`config.mk`:
```
export PLATFORM = sky130hd
export DESIGN_NAME = pwr_seq_ctrl
export DESIGN_NICKNAME = d
export VERILOG_FILES = /design/src/rtl/pwr_seq_pkg.sv /design/src/rtl/pwr_cfg_regs.sv /design/src/rtl/pwr_mode_fsm.sv /design/src/rtl/pwr_clk_gate_ctrl.sv /design/src/rtl/pwr_seq_ctrl.sv
export SDC_FILE = /design/constraint.sdc
export NUM_CORES = 1
export LEC_CHECK = 0
export BUFFER_PORTS_ARGS = -buffer_cell sky130_fd_sc_hd__buf_2
export CAP_MARGIN = 20
export CORE_AREA = 5 5 46 48
export DETAILED_ROUTE_END_ITERATION = 10
export DIE_AREA = 0 0 51 53
export PLACE_DENSITY = 0.82
export SLEW_MARGIN = 10
export SYNTH_ARGS = -nofsm -noshare
export SYNTH_HDL_FRONTEND = slang
export SYNTH_HIERARCHICAL = 1
export SYNTH_SLANG_ARGS = --single-unit
export TNS_END_PERCENT = 10
```
`constraint.sdc`:
```
create_clock -name clk -period 2.1 [get_ports clk]
set_input_delay 0.42 -clock clk [delete_from_list [all_inputs] [get_ports clk]]
set_output_delay 0.42 -clock clk [all_outputs]
set_load 0.01 [all_outputs]
```
`src/rtl/pwr_seq_pkg.sv`:
```
package pwr_seq_pkg;

  typedef enum logic [2:0] {
    ST_RUN    = 3'd0,
    ST_SLEEP  = 3'd1,
    ST_GATE   = 3'd2,
    ST_DEEP   = 3'd3,
    ST_UNGATE = 3'd4
  } seq_state_t;

  localparam logic [2:0] MODE_ACTIVE = 3'd0;
  localparam logic [2:0] MODE_SLEEP  = 3'd1;
  localparam logic [2:0] MODE_DSLEEP = 3'd2;
  localparam logic [2:0] MODE_PDOWN  = 3'd3;
  localparam logic [2:0] MODE_DPDOWN = 3'd4;

  localparam logic [1:0] SEL_TARGET  = 2'd0;
  localparam logic [1:0] SEL_MASK    = 2'd1;
  localparam logic [1:0] SEL_SUBMODE = 2'd2;

  // Map the 2-bit deep target to a mode code; the spare value falls back to deep sleep.
  function automatic logic [2:0] deep_code(input logic [1:0] tgt);
    logic [2:0] code;
    case (tgt)
      2'b01:   code = MODE_PDOWN;
      2'b10:   code = MODE_DPDOWN;
      default: code = MODE_DSLEEP;
    endcase
    return code;
  endfunction

endpackage

```
`src/rtl/pwr_cfg_regs.sv`:
```
module pwr_cfg_regs #(
  parameter int NUM_PERIPH = 4
) (
  input  logic                  clk,
  input  logic                  rst_n,
  input  logic                  wr_en,
  input  logic [1:0]            wr_sel,
  input  logic [NUM_PERIPH-1:0] wr_data,
  output logic [1:0]            tgt,
  output logic [NUM_PERIPH-1:0] pwr_mask,
  output logic                  submode
);
  import pwr_seq_pkg::*;

  logic                  tgt_we, mask_we, sub_we;
  logic [1:0]            tgt_n;
  logic [NUM_PERIPH-1:0] mask_n;
  logic                  sub_n;

  always_comb begin
    tgt_we  = wr_en && (wr_sel == SEL_TARGET);
    mask_we = wr_en && (wr_sel == SEL_MASK);
    sub_we  = wr_en && (wr_sel == SEL_SUBMODE);
    tgt_n   = tgt_we  ? wr_data[1:0] : tgt;
    mask_n  = mask_we ? wr_data      : pwr_mask;
    sub_n   = sub_we  ? wr_data[0]   : submode;
  end

  always_ff @(posedge clk or negedge rst_n) begin
    if (!rst_n) begin
      tgt      <= 2'b00;
      pwr_mask <= '1;
      submode  <= 1'b0;
    end else begin
      tgt      <= tgt_n;
      pwr_mask <= mask_n;
      submode  <= sub_n;
    end
  end

endmodule

```
`src/rtl/pwr_mode_fsm.sv`:
```
module pwr_mode_fsm #(
  parameter int NUM_WAKE = 4
) (
  input  logic                          clk,
  input  logic                          rst_n,
  input  logic                          sleep_req,
  input  logic                          deep_flag,
  input  logic [1:0]                    tgt,
  input  logic [NUM_WAKE-1:0]           wake_evt,
  output pwr_seq_pkg::seq_state_t       state,
  output logic [2:0]                    mode_code,
  output logic                          wake_done
);
  import pwr_seq_pkg::*;

  seq_state_t state_n;
  logic [2:0] mode_n;
  logic       done_n;
  logic       wake_any;

  assign wake_any = |wake_evt;

  always_comb begin
    state_n = state;
    mode_n  = mode_code;
    done_n  = 1'b0;
    case (state)
      ST_RUN: begin
        if (sleep_req) begin
          if (deep_flag) begin
            state_n = ST_GATE;
            mode_n  = deep_code(tgt);
          end else begin
            state_n = ST_SLEEP;
            mode_n  = MODE_SLEEP;
          end
        end
      end
      ST_SLEEP: begin
        if (wake_any) begin
          state_n = ST_RUN;
          mode_n  = MODE_ACTIVE;
          done_n  = 1'b1;
        end
      end
      ST_GATE: begin
        state_n = ST_DEEP;
      end
      ST_DEEP: begin
        if (wake_any) begin
          state_n = ST_UNGATE;
        end
      end
      ST_UNGATE: begin
        state_n = ST_RUN;
        mode_n  = MODE_ACTIVE;
        done_n  = 1'b1;
      end
      default: begin
        state_n = ST_RUN;
        mode_n  = MODE_ACTIVE;
      end
    endcase
  end

  always_ff @(posedge clk or negedge rst_n) begin
    if (!rst_n) begin
      state     <= ST_RUN;
      mode_code <= MODE_ACTIVE;
      wake_done <= 1'b0;
    end else begin
      state     <= state_n;
      mode_code <= mode_n;
      wake_done <= done_n;
    end
  end

endmodule

```
`src/rtl/pwr_clk_gate_ctrl.sv`:
```
module pwr_clk_gate_ctrl #(
  parameter int NUM_PERIPH = 4
) (
  input  pwr_seq_pkg::seq_state_t state,
  input  logic [NUM_PERIPH-1:0]   pwr_mask,
  input  logic                    submode,
  output logic                    cpu_clk_en,
  output logic [NUM_PERIPH-1:0]   periph_clk_en,
  output logic                    lowpwr_flag
);
  import pwr_seq_pkg::*;

  logic periph_on;
  logic run_or_sleep;

  always_comb begin
    cpu_clk_en   = (state == ST_RUN);
    periph_on    = (state != ST_DEEP);
    run_or_sleep = (state == ST_RUN) || (state == ST_SLEEP);
    lowpwr_flag  = submode && run_or_sleep;
  end

  for (genvar i = 0; i < NUM_PERIPH; i++) begin : g_pclk
    assign periph_clk_en[i] = pwr_mask[i] & periph_on;
  end

endmodule

```
`src/rtl/pwr_seq_ctrl.sv`:
```
module pwr_seq_ctrl #(
  parameter int NUM_PERIPH = 4,
  parameter int NUM_WAKE   = 4
) (
  input  logic                  clk,
  input  logic                  rst_n,
  input  logic                  sleep_req,
  input  logic                  deep_flag,
  input  logic [NUM_WAKE-1:0]   wake_evt,
  input  logic                  cfg_wr_en,
  input  logic [1:0]            cfg_wr_sel,
  input  logic [NUM_PERIPH-1:0] cfg_wr_data,
  output logic                  cpu_clk_en,
  output logic [NUM_PERIPH-1:0] periph_clk_en,
  output logic [NUM_PERIPH-1:0] periph_pwr,
  output logic                  lowpwr_flag,
  output logic [2:0]            mode_code,
  output logic                  wake_done
);
  import pwr_seq_pkg::*;

  logic [1:0]            tgt;
  logic [NUM_PERIPH-1:0] pwr_mask;
  logic                  submode;
  seq_state_t            state;

  pwr_cfg_regs #(.NUM_PERIPH(NUM_PERIPH)) u_cfg (
    .clk      (clk),
    .rst_n    (rst_n),
    .wr_en    (cfg_wr_en),
    .wr_sel   (cfg_wr_sel),
    .wr_data  (cfg_wr_data),
    .tgt      (tgt),
    .pwr_mask (pwr_mask),
    .submode  (submode)
  );

  pwr_mode_fsm #(.NUM_WAKE(NUM_WAKE)) u_fsm (
    .clk       (clk),
    .rst_n     (rst_n),
    .sleep_req (sleep_req),
    .deep_flag (deep_flag),
    .tgt       (tgt),
    .wake_evt  (wake_evt),
    .state     (state),
    .mode_code (mode_code),
    .wake_done (wake_done)
  );

  pwr_clk_gate_ctrl #(.NUM_PERIPH(NUM_PERIPH)) u_gate (
    .state         (state),
    .pwr_mask      (pwr_mask),
    .submode       (submode),
    .cpu_clk_en    (cpu_clk_en),
    .periph_clk_en (periph_clk_en),
    .lowpwr_flag   (lowpwr_flag)
  );

  assign periph_pwr = pwr_mask;

endmodule

```
-- Word level (Yosys, flattened, before mapping)
Index checks and enable logic that the tools add are counted.
- register bits after elaboration: 14
- latch bits: 0
- RAM bits: 0
- bits in read-only memories: 0
- output and inout port bits: 14
- word-level logic and storage cells: 45
- memories kept: 0
- add/subtract/negate cells: 0
- multiply operators: 0
- div/mod/pow operators: 0
- magnitude comparators: 0
- equal/unequal tests: 12
- shift operators: 0
- muxes and demuxes: 11
- bitwise logic cells: 5
- reduce and logical (&&, ||, !) cells: 11
- operators by type and width (cell ; count):
    3-bit two-way mux ; 5
    3-bit one-hot mux with 4 select lines ; 1
    3-bit one-hot mux with 3 select lines ; 1
    3-bit by 2-bit == test with 1-bit output (second input constant) ; 2
    3-bit one-hot mux with 2 select lines ; 1
    3-bit AND reduction ; 2
    1-bit bitwise AND ; 4
    2-bit by 1-bit == test with 1-bit output (second input constant) ; 2
    2-bit == test (second input constant) ; 2
    1-bit logical AND ; 4
    2-bit by 1-bit != test with 1-bit output (second input constant) ; 2
    4-bit OR reduction ; 1
    3-bit by 1-bit == test with 1-bit output (second input constant) ; 1
    3-bit == test (second input constant) ; 1
    3-bit zero test ; 1
    3-bit by 2-bit != test with 1-bit output (second input constant) ; 1
    2-bit zero test ; 1
    2-bit two-way mux ; 1
    2-bit != test (second input constant) ; 1
    1-bit one-hot mux with 2 select lines ; 1
    2-bit OR reduction ; 1
    1-bit logical OR ; 1
    1-bit two-way mux ; 1
    1-bit NOT ; 1

-- Depth between registers and ports, before layout
Gate-level depths: netlist of run 1.
- depth in word-level cells: 5
- depth in mapped cells: 3
- depth with buffers taken out: 3

-- Hierarchy
Netlist of run 1, hierarchy kept.
- modules (own cells, without submodules) (module ; instances ; cells an instance ; area each (um^2) ; seq. area each (um^2)):
    pwr_mode_fsm ; 1 ; 29 ; 360.3 ; 175.2
    pwr_cfg_regs ; 1 ; 17 ; 314.1 ; 180.2
    pwr_clk_gate_ctrl ; 1 ; 7 ; 57.6 ; 0.0

-- Worst setup path after synthesis of run 1
OpenSTA, ideal clock, no wires.
- kind: input -> register
- start point: input wake_evt[1]
- end point: register u_fsm.mode_code[0]
- data arrival time: 1.594 ns
- required time: 1.972 ns
- slack: 0.379 ns
- stages: 3
- buffers on the path: 0
- cell sequence: or4_4 a221oi_4 mux2_1
- word-level cells in the longest chain between the ends: 3
- ends and longest elaborated chain (item ; RTL line ; RTL):
    from (decl) ; pwr_seq_ctrl.sv:9 ; input logic [NUM_WAKE-1:0] wake_evt,
    4-bit OR reduction ; pwr_mode_fsm.sv:21 ; assign wake_any = |wake_evt;
    2-bit by 1-bit != test with 1-bit output (no source line) ; n/a ;
    3-bit AND reduction (no source line) ; n/a ;
    to (signal assigned) ; pwr_mode_fsm.sv:73 ; mode_code <= mode_n;
    to (decl) ; pwr_mode_fsm.sv:11 ; output logic [2:0] mode_code,
Every way passes these cells.
A chain may end at the register's enable or synchronous reset.

-- Worst setup path after layout of run 1
- start point: register u_fsm.state[2]
- end point: output periph_clk_en[3]
- word-level cells in the longest chain between the ends: 2
- ends and longest elaborated chain (item ; RTL line ; RTL):
    from (decl) ; pwr_mode_fsm.sv:10 ; output pwr_seq_pkg::seq_state_t state,
    from (signal assigned) ; pwr_mode_fsm.sv:72 ; state <= state_n;
    3-bit by 2-bit != test with 1-bit output ; pwr_clk_gate_ctrl.sv:18 ; periph_on = (state != ST_DEEP);
    1-bit bitwise AND ; pwr_clk_gate_ctrl.sv:24 ; assign periph_clk_en[i] = pwr_mask[i] & periph_on;
    to (decl) ; pwr_seq_ctrl.sv:14 ; output logic [NUM_PERIPH-1:0] periph_clk_en,
Every way passes these cells.

==> impl_metrics.yaml, run 1 <==
placed_design:
  place.port_buffers: 28
  placement.setup.worst_slack_ns: 0.198
  placed_area_sq_um: 901
  post-dp-hpwl_um: 1240
  globalplace.congestion: 0.744
  dp.cells: 99
timing:
  final.setup.tns_ns: 0
  final_hold_viol_count: 0
  final-max-slew-violation-count: 0
  maxSlewHeadroom: 0.669
  endpoints_failing_setup: 0
  worst_slew_pin_slew_ns: 0.491
  layout_worst_path_cycle_share: 0.825
  setup_slack_ns: 0.367
  clock.fmax_mhz: 577
  setup_repair_after_global_routing_missed_its_margin: "no"
  clk_skew_ns: 0.000349
  period_minus_slack_ns: 1.73
worst_setup_path:
  worstPathArrival_ns: 1.31
  worstReg2RegEnd: "u_fsm/mode_code[2]"
  setup.worst_path.start_class: "register"
  rr_startpoint: "u_fsm/state[1]"
  worst-path-max-fanout: 9
  worst_setup_sp: "u_fsm/state[2]"
  setup_slack_of_the_most_critical_reg_to_reg_path_ns: 0.50
  worst_r2r_path_depth: 3
  critPathCaptureType: "output port"
  critical_path_class: "register to output port"
  worstPathRequired_ns: 1.68
floorplan:
  fp.dieH_um: 53
  start_util: 0.438
  floorplan.rows: 15
  die_area_sq_mm: 0.00270
  die-width_um: 51
  core-area_sq_mm: 0.00167
  pin_count: 29
logic_synthesis:
  syn-num-nets: 68
  ys_ff_latch: 14
  synth.avg_cell_area_sq_um: 13.8
  synth_area_sq_um: 732
  yosysSeqAreaShare: 0.485
  synthesis.instances: 53
  ys_warn_count: 6
  cell_variety_after_synth: 24
detailed_routing:
  num_vias: 551
  remaining_drc_errors: 0
  detail-route-antenna-nets: 0
  drt_first_pass_iters: 2
  route.detailed.wl_per_inst_um: 15.2
  drt_wirelength_um: 1570
  drt-vias-per-instance: 5.35
  drtIter0Drc: 3
outcome:
  run_status: "finished clean"
global_route:
  grt_pass1_wl_um: 2590
  grt_start_max_net_pins: 15
  grt_antenna_before_repair: 0
  grt_util_all_layers: 0.134
  globalRouteOverflowTotal: 0
  number_of_global_route_vias_before_repair: 587
clocking:
  cts_made_buffers: 3
  total_of_hold_buffers_inserted_after_clock_tree_synthesis: 0
  cts.sinks: 14
  postCtsResizedCells: 0
  cts-root-to-sink-buffers: 2
  clk_pin_slew_ns: 0.08
  worstSkewPairLatency_ns: 0.28
  cts_root_buffer: "clkbuf_4"
  ctsHtreeMaxLevel: 1
  post_cts.repair.setup_buffers: 0
  tritoncts: "built"
cells_and_area:
  finish.cell_count_without_fillers: 103
  n_antenna_cell: 0
  multiInputGateArea_sq_um: 373
  post_route_cells_drive_above_1_share: 0.593
  fill_cells: 143
  num-nets-final: 102
  area.sequential_sq_um: 355
  flow.area_growth_from_synthesis_pct: 28.0
  layout.cell_area.non_filler_sq_um: 937
pwr:
  sequential_group_share_of_total_power: 0.409
  cellLeakagePower_uw: 0.000481
  vdd.ir_drop.worst_mv: 0.509
  totalPowerFinal_uw: 1100
  switchingPower_uw: 389
  clockPowerShare: 0.177
  internal_power_uw: 710
  power.share.switching: 0.354
  comb_power_share: 0.413
  power.density_cell_area_mw_per_mm2: 1170
flow_run:
  max_cap_viol_count: 0
hold_path:
  min_delay_worst_type: "input port to asynchronous set/reset pin"
## cell type report
type / count / share of cell area
well taps: 17 / 0.0227
multi-input cells: 38 / 0.398
flip-flops and latches: 14 / 0.379
clock buffers: 4 / 0.0387
inverters: 1 / 0.00401
repair buffers: 29 / 0.158
## state kept, by name, indices dropped and copies added, names as in the netlist
register,cells
u_cfg/pwr_mask,4
u_fsm/mode_code,3
u_fsm/state,3
u_cfg/tgt,2
u_cfg/submode,1
u_fsm/wake_done,1
## power groups by stage
stage | logic [uW] | clock network [uW] | registers [uW]
floorplan | 278 | 0 | 465
global placement | 448 | 0 | 448
detailed placement | 461 | 0 | 455
CTS | 464 | 204 | 451
global route | 507 | 216 | 460
finish | 454 | 195 | 450
## cell families after synthesis
logic type | count (synthesis) | synth area share
AND/OR/NAND/NOR | 21 | 0.229
flip-flops | 14 | 0.485
multiplexers | 11 | 0.190
AO/OA/AOI/OAI | 6 | 0.0906
buffers and inverters | 1 | 0.00512
## worst max path at each step
stage | endpoint | slack, ns | cells after the start
3_3_place_gp | u_fsm/mode_code[2] | 0.25 | 4
6_report | periph_clk_en[3] | 0.37 | 4
3_5_place_dp | u_fsm/mode_code[0] | 0.20 | 4
4_1_cts | periph_clk_en[3] | 0.34 | 4
5_1_grt | periph_clk_en[3] | 0.29 | 4
2_1_floorplan | u_fsm/mode_code[0] | 0.38 | 3
## worst max-delay path, cell delays in order, from the launching register on
cell and delay [ns]:
dfrtp_1 0.39, buf_4 0.17, nand3b_4 0.16, and2_1 0.17, buf_2 0.13
## routing by layer
| metal | global-route usage | wire [um] | vias up |
|---|---|---|---|
| li1 | - | - | 264 |
| met1 | 0.147 | 646 | 265 |
| met2 | 0.230 | 783 | 19 |
| met3 | 0.0394 | 111 | 3 |
| met4 | 0.0807 | 29 | 0 |
| met5 | 0 | 0 | - |
## metrics by stage
| stage | util | hold slack (ns) |
|---|---|---|
| 2_1_floorplan | - | 0.124 |
| 3_3_place_gp | 0.539 | 0.323 |
| 3_5_place_dp | 0.539 | 0.329 |
| 4_1_cts | 0.561 | 0.0116 |
| 5_1_grt | 0.561 | 0.0208 |
| 6_report | 0.561 | 0.0132 |
## cell usage in the layout, fill, tap and decap left out
cell type,count
nand3b_1,1
mux2_2,4
nand2_1,1
mux2_4,4
or4b_2,1
clkbuf_4,3
nor2_1,3
and2_1,4
nor3b_2,1
or4_4,1
buf_2,28
a2111oi_0,1
clkbuf_8,1
nand3b_4,2
a221oi_4,1
nor3_1,1
a2bb2oi_1,1
o41ai_1,1
a221oi_1,1
inv_1,1
buf_4,1
dfrtp_1,10
nand2b_1,2
mux2_1,3
nor3b_1,3
a21oi_1,1
nor2b_1,1
dfstp_2,4
## Yosys cell counts, drive strengths merged
master / n / share of area
dfrtp: 10 / 0.34
a2111oi: 1 / 0.012
a2bb2oi: 1 / 0.012
mux2: 11 / 0.19
nor3: 1 / 0.0068
o41ai: 1 / 0.012
a21oi: 1 / 0.0068
nand3b: 3 / 0.065
nand2: 1 / 0.0051
or4: 1 / 0.015
inv: 1 / 0.0051
a221oi: 2 / 0.048
or4b: 1 / 0.014
nor2: 3 / 0.015
dfstp: 4 / 0.14
and2: 4 / 0.034
nor2b: 1 / 0.0086
nor3b: 4 / 0.048
nand2b: 2 / 0.017
(Power assumes the default switching activity.)
==> run 2: changes to the inputs <==
==> constraint.sdc (replaced) <==
create_clock -name clk -period 1.7 [get_ports clk]
set_input_delay 0.34 -clock clk [delete_from_list [all_inputs] [get_ports clk]]
set_output_delay 0.34 -clock clk [all_outputs]
set_load 0.01 [all_outputs]
==> impl_metrics.yaml, run 2 (synthesis gave the netlist of run 1 again) <==
detailed_routing:
  drt_first_pass_iters: 4
  detail-route-antenna-nets: 0
  drt-vias-per-instance: 5.28
  remaining_drc_errors: 0
  drt_wirelength_um: 1590
  num_vias: 560
  drtIter0Drc: 9
  route.detailed.wl_per_inst_um: 15.0
cells_and_area:
  flow.area_growth_from_synthesis_pct: 30.1
  registers.top_by_ff_count: "u_cfg/pwr_mask"
  layout.cell_area.non_filler_sq_um: 952
  layout_commonest_cell: "buf_2"
  finish.cell_count_without_fillers: 106
  most-common-layout-cells: "buf_2 (28), dfrtp_1 (10)"
  post_route_cells_drive_above_1_share: 0.584
  n_antenna_cell: 0
  num-nets-final: 105
  max_reg_flops: 4
  layout_top_registers: "u_cfg/pwr_mask (4), u_fsm/mode_code (3), u_fsm/state (3)"
clocking:
  clk_pin_slew_ns: 0.09
  tritoncts: "built"
  worstSkewPairLatency_ns: 0.28
  cts_root_buffer: "clkbuf_4"
  cts_made_buffers: 3
  postCtsResizedCells: 0
  post_cts.repair.setup_buffers: 0
  cts.sinks: 14
  cts-root-to-sink-buffers: 2
  ctsHtreeMaxLevel: 1
timing:
  layout_worst_path_cycle_share: 0.965
  clk_skew_ns: 0.00787
  worst_slew_pin_slew_ns: 0.591
  setup_repair_after_global_routing_missed_its_margin: "no"
  setup_slack_ns: 0.0596
  endpoints_failing_setup: 0
  clock.fmax_mhz: 610
  period_minus_slack_ns: 1.64
  final-max-slew-violation-count: 0
  final_hold_viol_count: 0
  hold_slack_ns: 0.300
  maxSlewHeadroom: 0.601
worst_setup_path:
  worst-path-max-fanout: 9
  critical_path_class: "register to output port"
  critPathCaptureType: "output port"
  setup.worst_path.start_class: "register"
  worstPathArrival_ns: 1.30
  worstPathRequired_ns: 1.36
outcome:
  run_status: "finished clean"
hold_path:
  min_delay_worst_type: "input port to register"
pwr:
  totalPowerFinal_uw: 1350
  vdd.ir_drop.worst_mv: 0.581
  power.density_cell_area_mw_per_mm2: 1420
  cellLeakagePower_uw: 0.000489
floorplan:
  fp.dieH_um: 53
  die_area_sq_mm: 0.00270
  die-width_um: 51
  floorplan.rows: 15
  start_util: 0.438
  core-area_sq_mm: 0.00167
  pin_count: 29
flow_run:
  max_cap_viol_count: 0
global_route:
  grt_util_all_layers: 0.134
  globalRouteOverflowTotal: 0
  grt_antenna_before_repair: 0
  grt_pass1_wl_um: 2620
  grt_start_max_net_pins: 15
  number_of_global_route_vias_before_repair: 577
placed_design:
  placed_area_sq_um: 916
  globalplace.congestion: 0.755
  dp.cells: 101
  placement.setup.worst_slack_ns: -0.109
  place.port_buffers: 28
-- run 2: changes by cell type in the layout (fill, tap and decap cells not counted) --
cell | previous run | this run
clkbuf_8 | 1 | 0
dlygate4sd3_1 | 0 | 1
clkbuf_1 | 0 | 1
buf_4 | 1 | 3
-- run 2: per-layer routing --
layer,track usage,part of all wire,up-vias
li1,-,-,271
met1,0.150,0.39,267
met3,0.0338,0.068,2
met4,0.0897,0.015,0
met5,0,0,-
met2,0.225,0.52,20
-- run 2: final timing paths --
kind	to	cells after the start	slack (ns)	from
worst min register to register	u_fsm/mode_code[1]	1	0.50	u_fsm/mode_code[1]
worst max register to register	u_fsm/mode_code[2]	3	0.15	u_fsm/state[1]
worst min-delay path	u_cfg/pwr_mask[2]	2	0.30	cfg_wr_data[2]
max in group asynchronous	u_cfg/pwr_mask[0]	2	0.94	rst_n
worst max-delay path	periph_clk_en[3]	4	0.06	u_fsm/state[2]
min in group asynchronous	u_fsm/wake_done	2	0.47	rst_n
-- run 2: metrics by stage --
stage	utilization	setup TNS (ns)
floorplan	-	0
detailed placement	0.548	-0.310
global route	0.570	0
global placement	0.548	-0.223
CTS	0.570	0
finish	0.570	0
-- run 2: worst max-delay path: stages, from the launching register on --
cell and delay [ns]:
dfrtp_1 0.39, buf_4 0.18, nand3b_4 0.16, and2_1 0.16, buf_2 0.13
-- run 2: layout make-up --
| type | count | area [sq um] |
|---|---|---|
| Fill cell | 136 | 718 |
| Multi-Input combinational cell | 38 | 373 |
| Sequential cell | 14 | 355 |
| Timing Repair Buffer | 32 | 173 |
| Clock buffer | 4 | 26.3 |
| Tap cell | 17 | 21.3 |
| Inverter | 1 | 3.75 |
-- run 2: power breakdown --
| part | internal, uW | switching [uW] |
|---|---|---|
| logic | 336 | 297 |
| clock network | 90.9 | 105 |
| registers | 443 | 82.2 |
| total | 869 | 484 |
-- run 2: timing repair --
item / in CTS / in global routing
hold buffers: 1 / 0
hold endpoints to repair: 10 / 0
endpoints found under the setup margin: 0 / 0
==> run 3: changes to the inputs <==
--- a/config.mk
+++ b/config.mk
@@ -7,10 +7,10 @@
 export LEC_CHECK = 0
 export BUFFER_PORTS_ARGS = -buffer_cell sky130_fd_sc_hd__buf_2
 export CAP_MARGIN = 20
-export CORE_AREA = 5 5 46 48
+export CORE_AREA = 5 5 45 47
 export DETAILED_ROUTE_END_ITERATION = 10
-export DIE_AREA = 0 0 51 53
-export PLACE_DENSITY = 0.82
+export DIE_AREA = 0 0 50 52
+export PLACE_DENSITY = 0.86
 export SLEW_MARGIN = 10
 export SYNTH_ARGS = -nofsm -noshare
 export SYNTH_HDL_FRONTEND = slang
==> constraint.sdc (replaced) <==
create_clock -name clk -period 2.05 [get_ports clk]
set_input_delay 0.5125 -clock clk [delete_from_list [all_inputs] [get_ports clk]]
set_output_delay 0.5125 -clock clk [all_outputs]
set_load 0.01 [all_outputs]
==> impl_metrics.yaml, run 3 (synthesis gave the netlist of run 1 again) <==
floorplan:
  floorplan.rows: 15
  fp.dieH_um: 52
  core-area_sq_mm: 0.00161
  pin_count: 29
  die-width_um: 50
  start_util: 0.453
  die_area_sq_mm: 0.00260
worst_setup_path:
  setup.worst_path.start_class: "register"
  worst-path-max-fanout: 10
  worstPathRequired_ns: 1.54
  critical_path_class: "register to output port"
  crit_family: "flip-flops"
  slowest_stage: "dfrtp_1"
  critPathCaptureType: "output port"
  critical_path.max_stage_delay_ns: 0.57
  cp_cell_sequence: "nand3b_4 -> and2_1 -> buf_2"
  worstPathArrival_ns: 1.31
  crit_buf_inv: 1
cells_and_area:
  layout_top_registers: "u_cfg/pwr_mask (4), u_fsm/mode_code (3), u_fsm/state (3)"
  n_antenna_cell: 0
  layout_commonest_cell: "buf_2"
  flow.area_growth_from_synthesis_pct: 25.6
  num-nets-final: 101
  registers.top_by_ff_count: "u_cfg/pwr_mask"
  final_util: 0.570
  most-common-layout-cells: "buf_2 (28), dfrtp_1 (10)"
  post_route_cells_drive_above_1_share: 0.576
  max_reg_flops: 4
timing:
  clk_skew_ns: 0.0117
  final_hold_viol_count: 0
  worst_slew_pin_slew_ns: 0.497
  final-max-slew-violation-count: 0
  setup_repair_after_global_routing_missed_its_margin: "no"
  final.setup.tns_ns: 0
  period_minus_slack_ns: 1.82
  endpoints_failing_setup: 0
  layout_worst_path_cycle_share: 0.890
  clock.fmax_mhz: 548
  maxSlewHeadroom: 0.665
clocking:
  total_of_hold_buffers_inserted_after_clock_tree_synthesis: 0
  cts.sinks: 14
  postCtsResizedCells: 0
  cts_root_buffer: "clkbuf_4"
  ctsHtreeMaxLevel: 1
  clk_pin_slew_ns: 0.09
  cts-root-to-sink-buffers: 2
  tritoncts: "built"
  worstSkewPairLatency_ns: 0.28
  cts_made_buffers: 3
  post_cts.repair.setup_buffers: 0
outcome:
  run_status: "finished clean"
detailed_routing:
  drt-vias-per-instance: 5.31
  remaining_drc_errors: 0
  route.detailed.wl_per_inst_um: 14.2
  drt_first_pass_iters: 3
  detail-route-antenna-nets: 0
  num_vias: 542
  drtIter0Drc: 3
  drt_wirelength_um: 1450
global_route:
  grt_antenna_before_repair: 0
  grt_util_all_layers: 0.124
  globalRouteOverflowTotal: 0
  grt_pass1_wl_um: 2420
  grt_start_max_net_pins: 15
  number_of_global_route_vias_before_repair: 549
placed_design:
  place.port_buffers: 28
  post-dp-hpwl_um: 1160
  globalplace.congestion: 0.725
pwr:
  vdd.ir_drop.worst_mv: 0.367
  cellLeakagePower_uw: 0.000469
  power.density_cell_area_mw_per_mm2: 1170
hold_path:
  min_delay_worst_type: "input port to asynchronous set/reset pin"
flow_run:
  max_cap_viol_count: 0
-- run 3: area by class of cell --
cell class	count	area [sq um]
timing repair buffer	28	140
multi-input combinational	38	373
sequential	14	355
fill	139	694
tap	17	21.3
clock buffer	4	26.3
inverter	1	3.75
-- run 3: final timing paths --
path | startpoint | endpoint | slack [ns] | cells after the start
max | u_fsm/state[2] | periph_clk_en[3] | 0.23 | 3
min | rst_n | u_fsm/state[2] | 0.10 | 1
max reg2reg | u_fsm/state[2] | u_fsm/mode_code[2] | 0.41 | 3
min reg2reg | u_fsm/mode_code[2] | u_fsm/mode_code[2] | 0.50 | 1
max in group asynchronous | rst_n | u_cfg/pwr_mask[3] | 1.65 | 1
min in group clk | cfg_wr_data[2] | u_cfg/pwr_mask[2] | 0.48 | 2
-- run 3: routing by layer --
layer | vias to the layer above | GRT usage | wire length, um
met1 | 263 | 0.132 | 586
met4 | 0 | 0.0917 | 16
met5 | - | 0 | 0
met2 | 16 | 0.201 | 734
met3 | 2 | 0.0430 | 112
li1 | 261 | - | -
-- run 3: power breakdown --
part	internal (uW)	switching, uW
clock	75.3	82.4
combinational	245	196
sequential	366	106
-- run 3: stage by stage --
step | hold slack [ns] | area (sq um) | std cells | setup WS (ns) | total power (uW)
3_5_place_dp | 0.418 | 893 | 98 | 0.0639 | 924
2_1_floorplan | 0.217 | 732 | 53 | 0.236 | 761
4_1_cts | 0.105 | 920 | 102 | 0.216 | 1090
3_3_place_gp | 0.412 | 893 | 98 | 0.103 | 907
5_1_grt | 0.116 | 920 | 102 | 0.158 | 1150
6_report | 0.105 | 920 | 102 | 0.226 | 1070
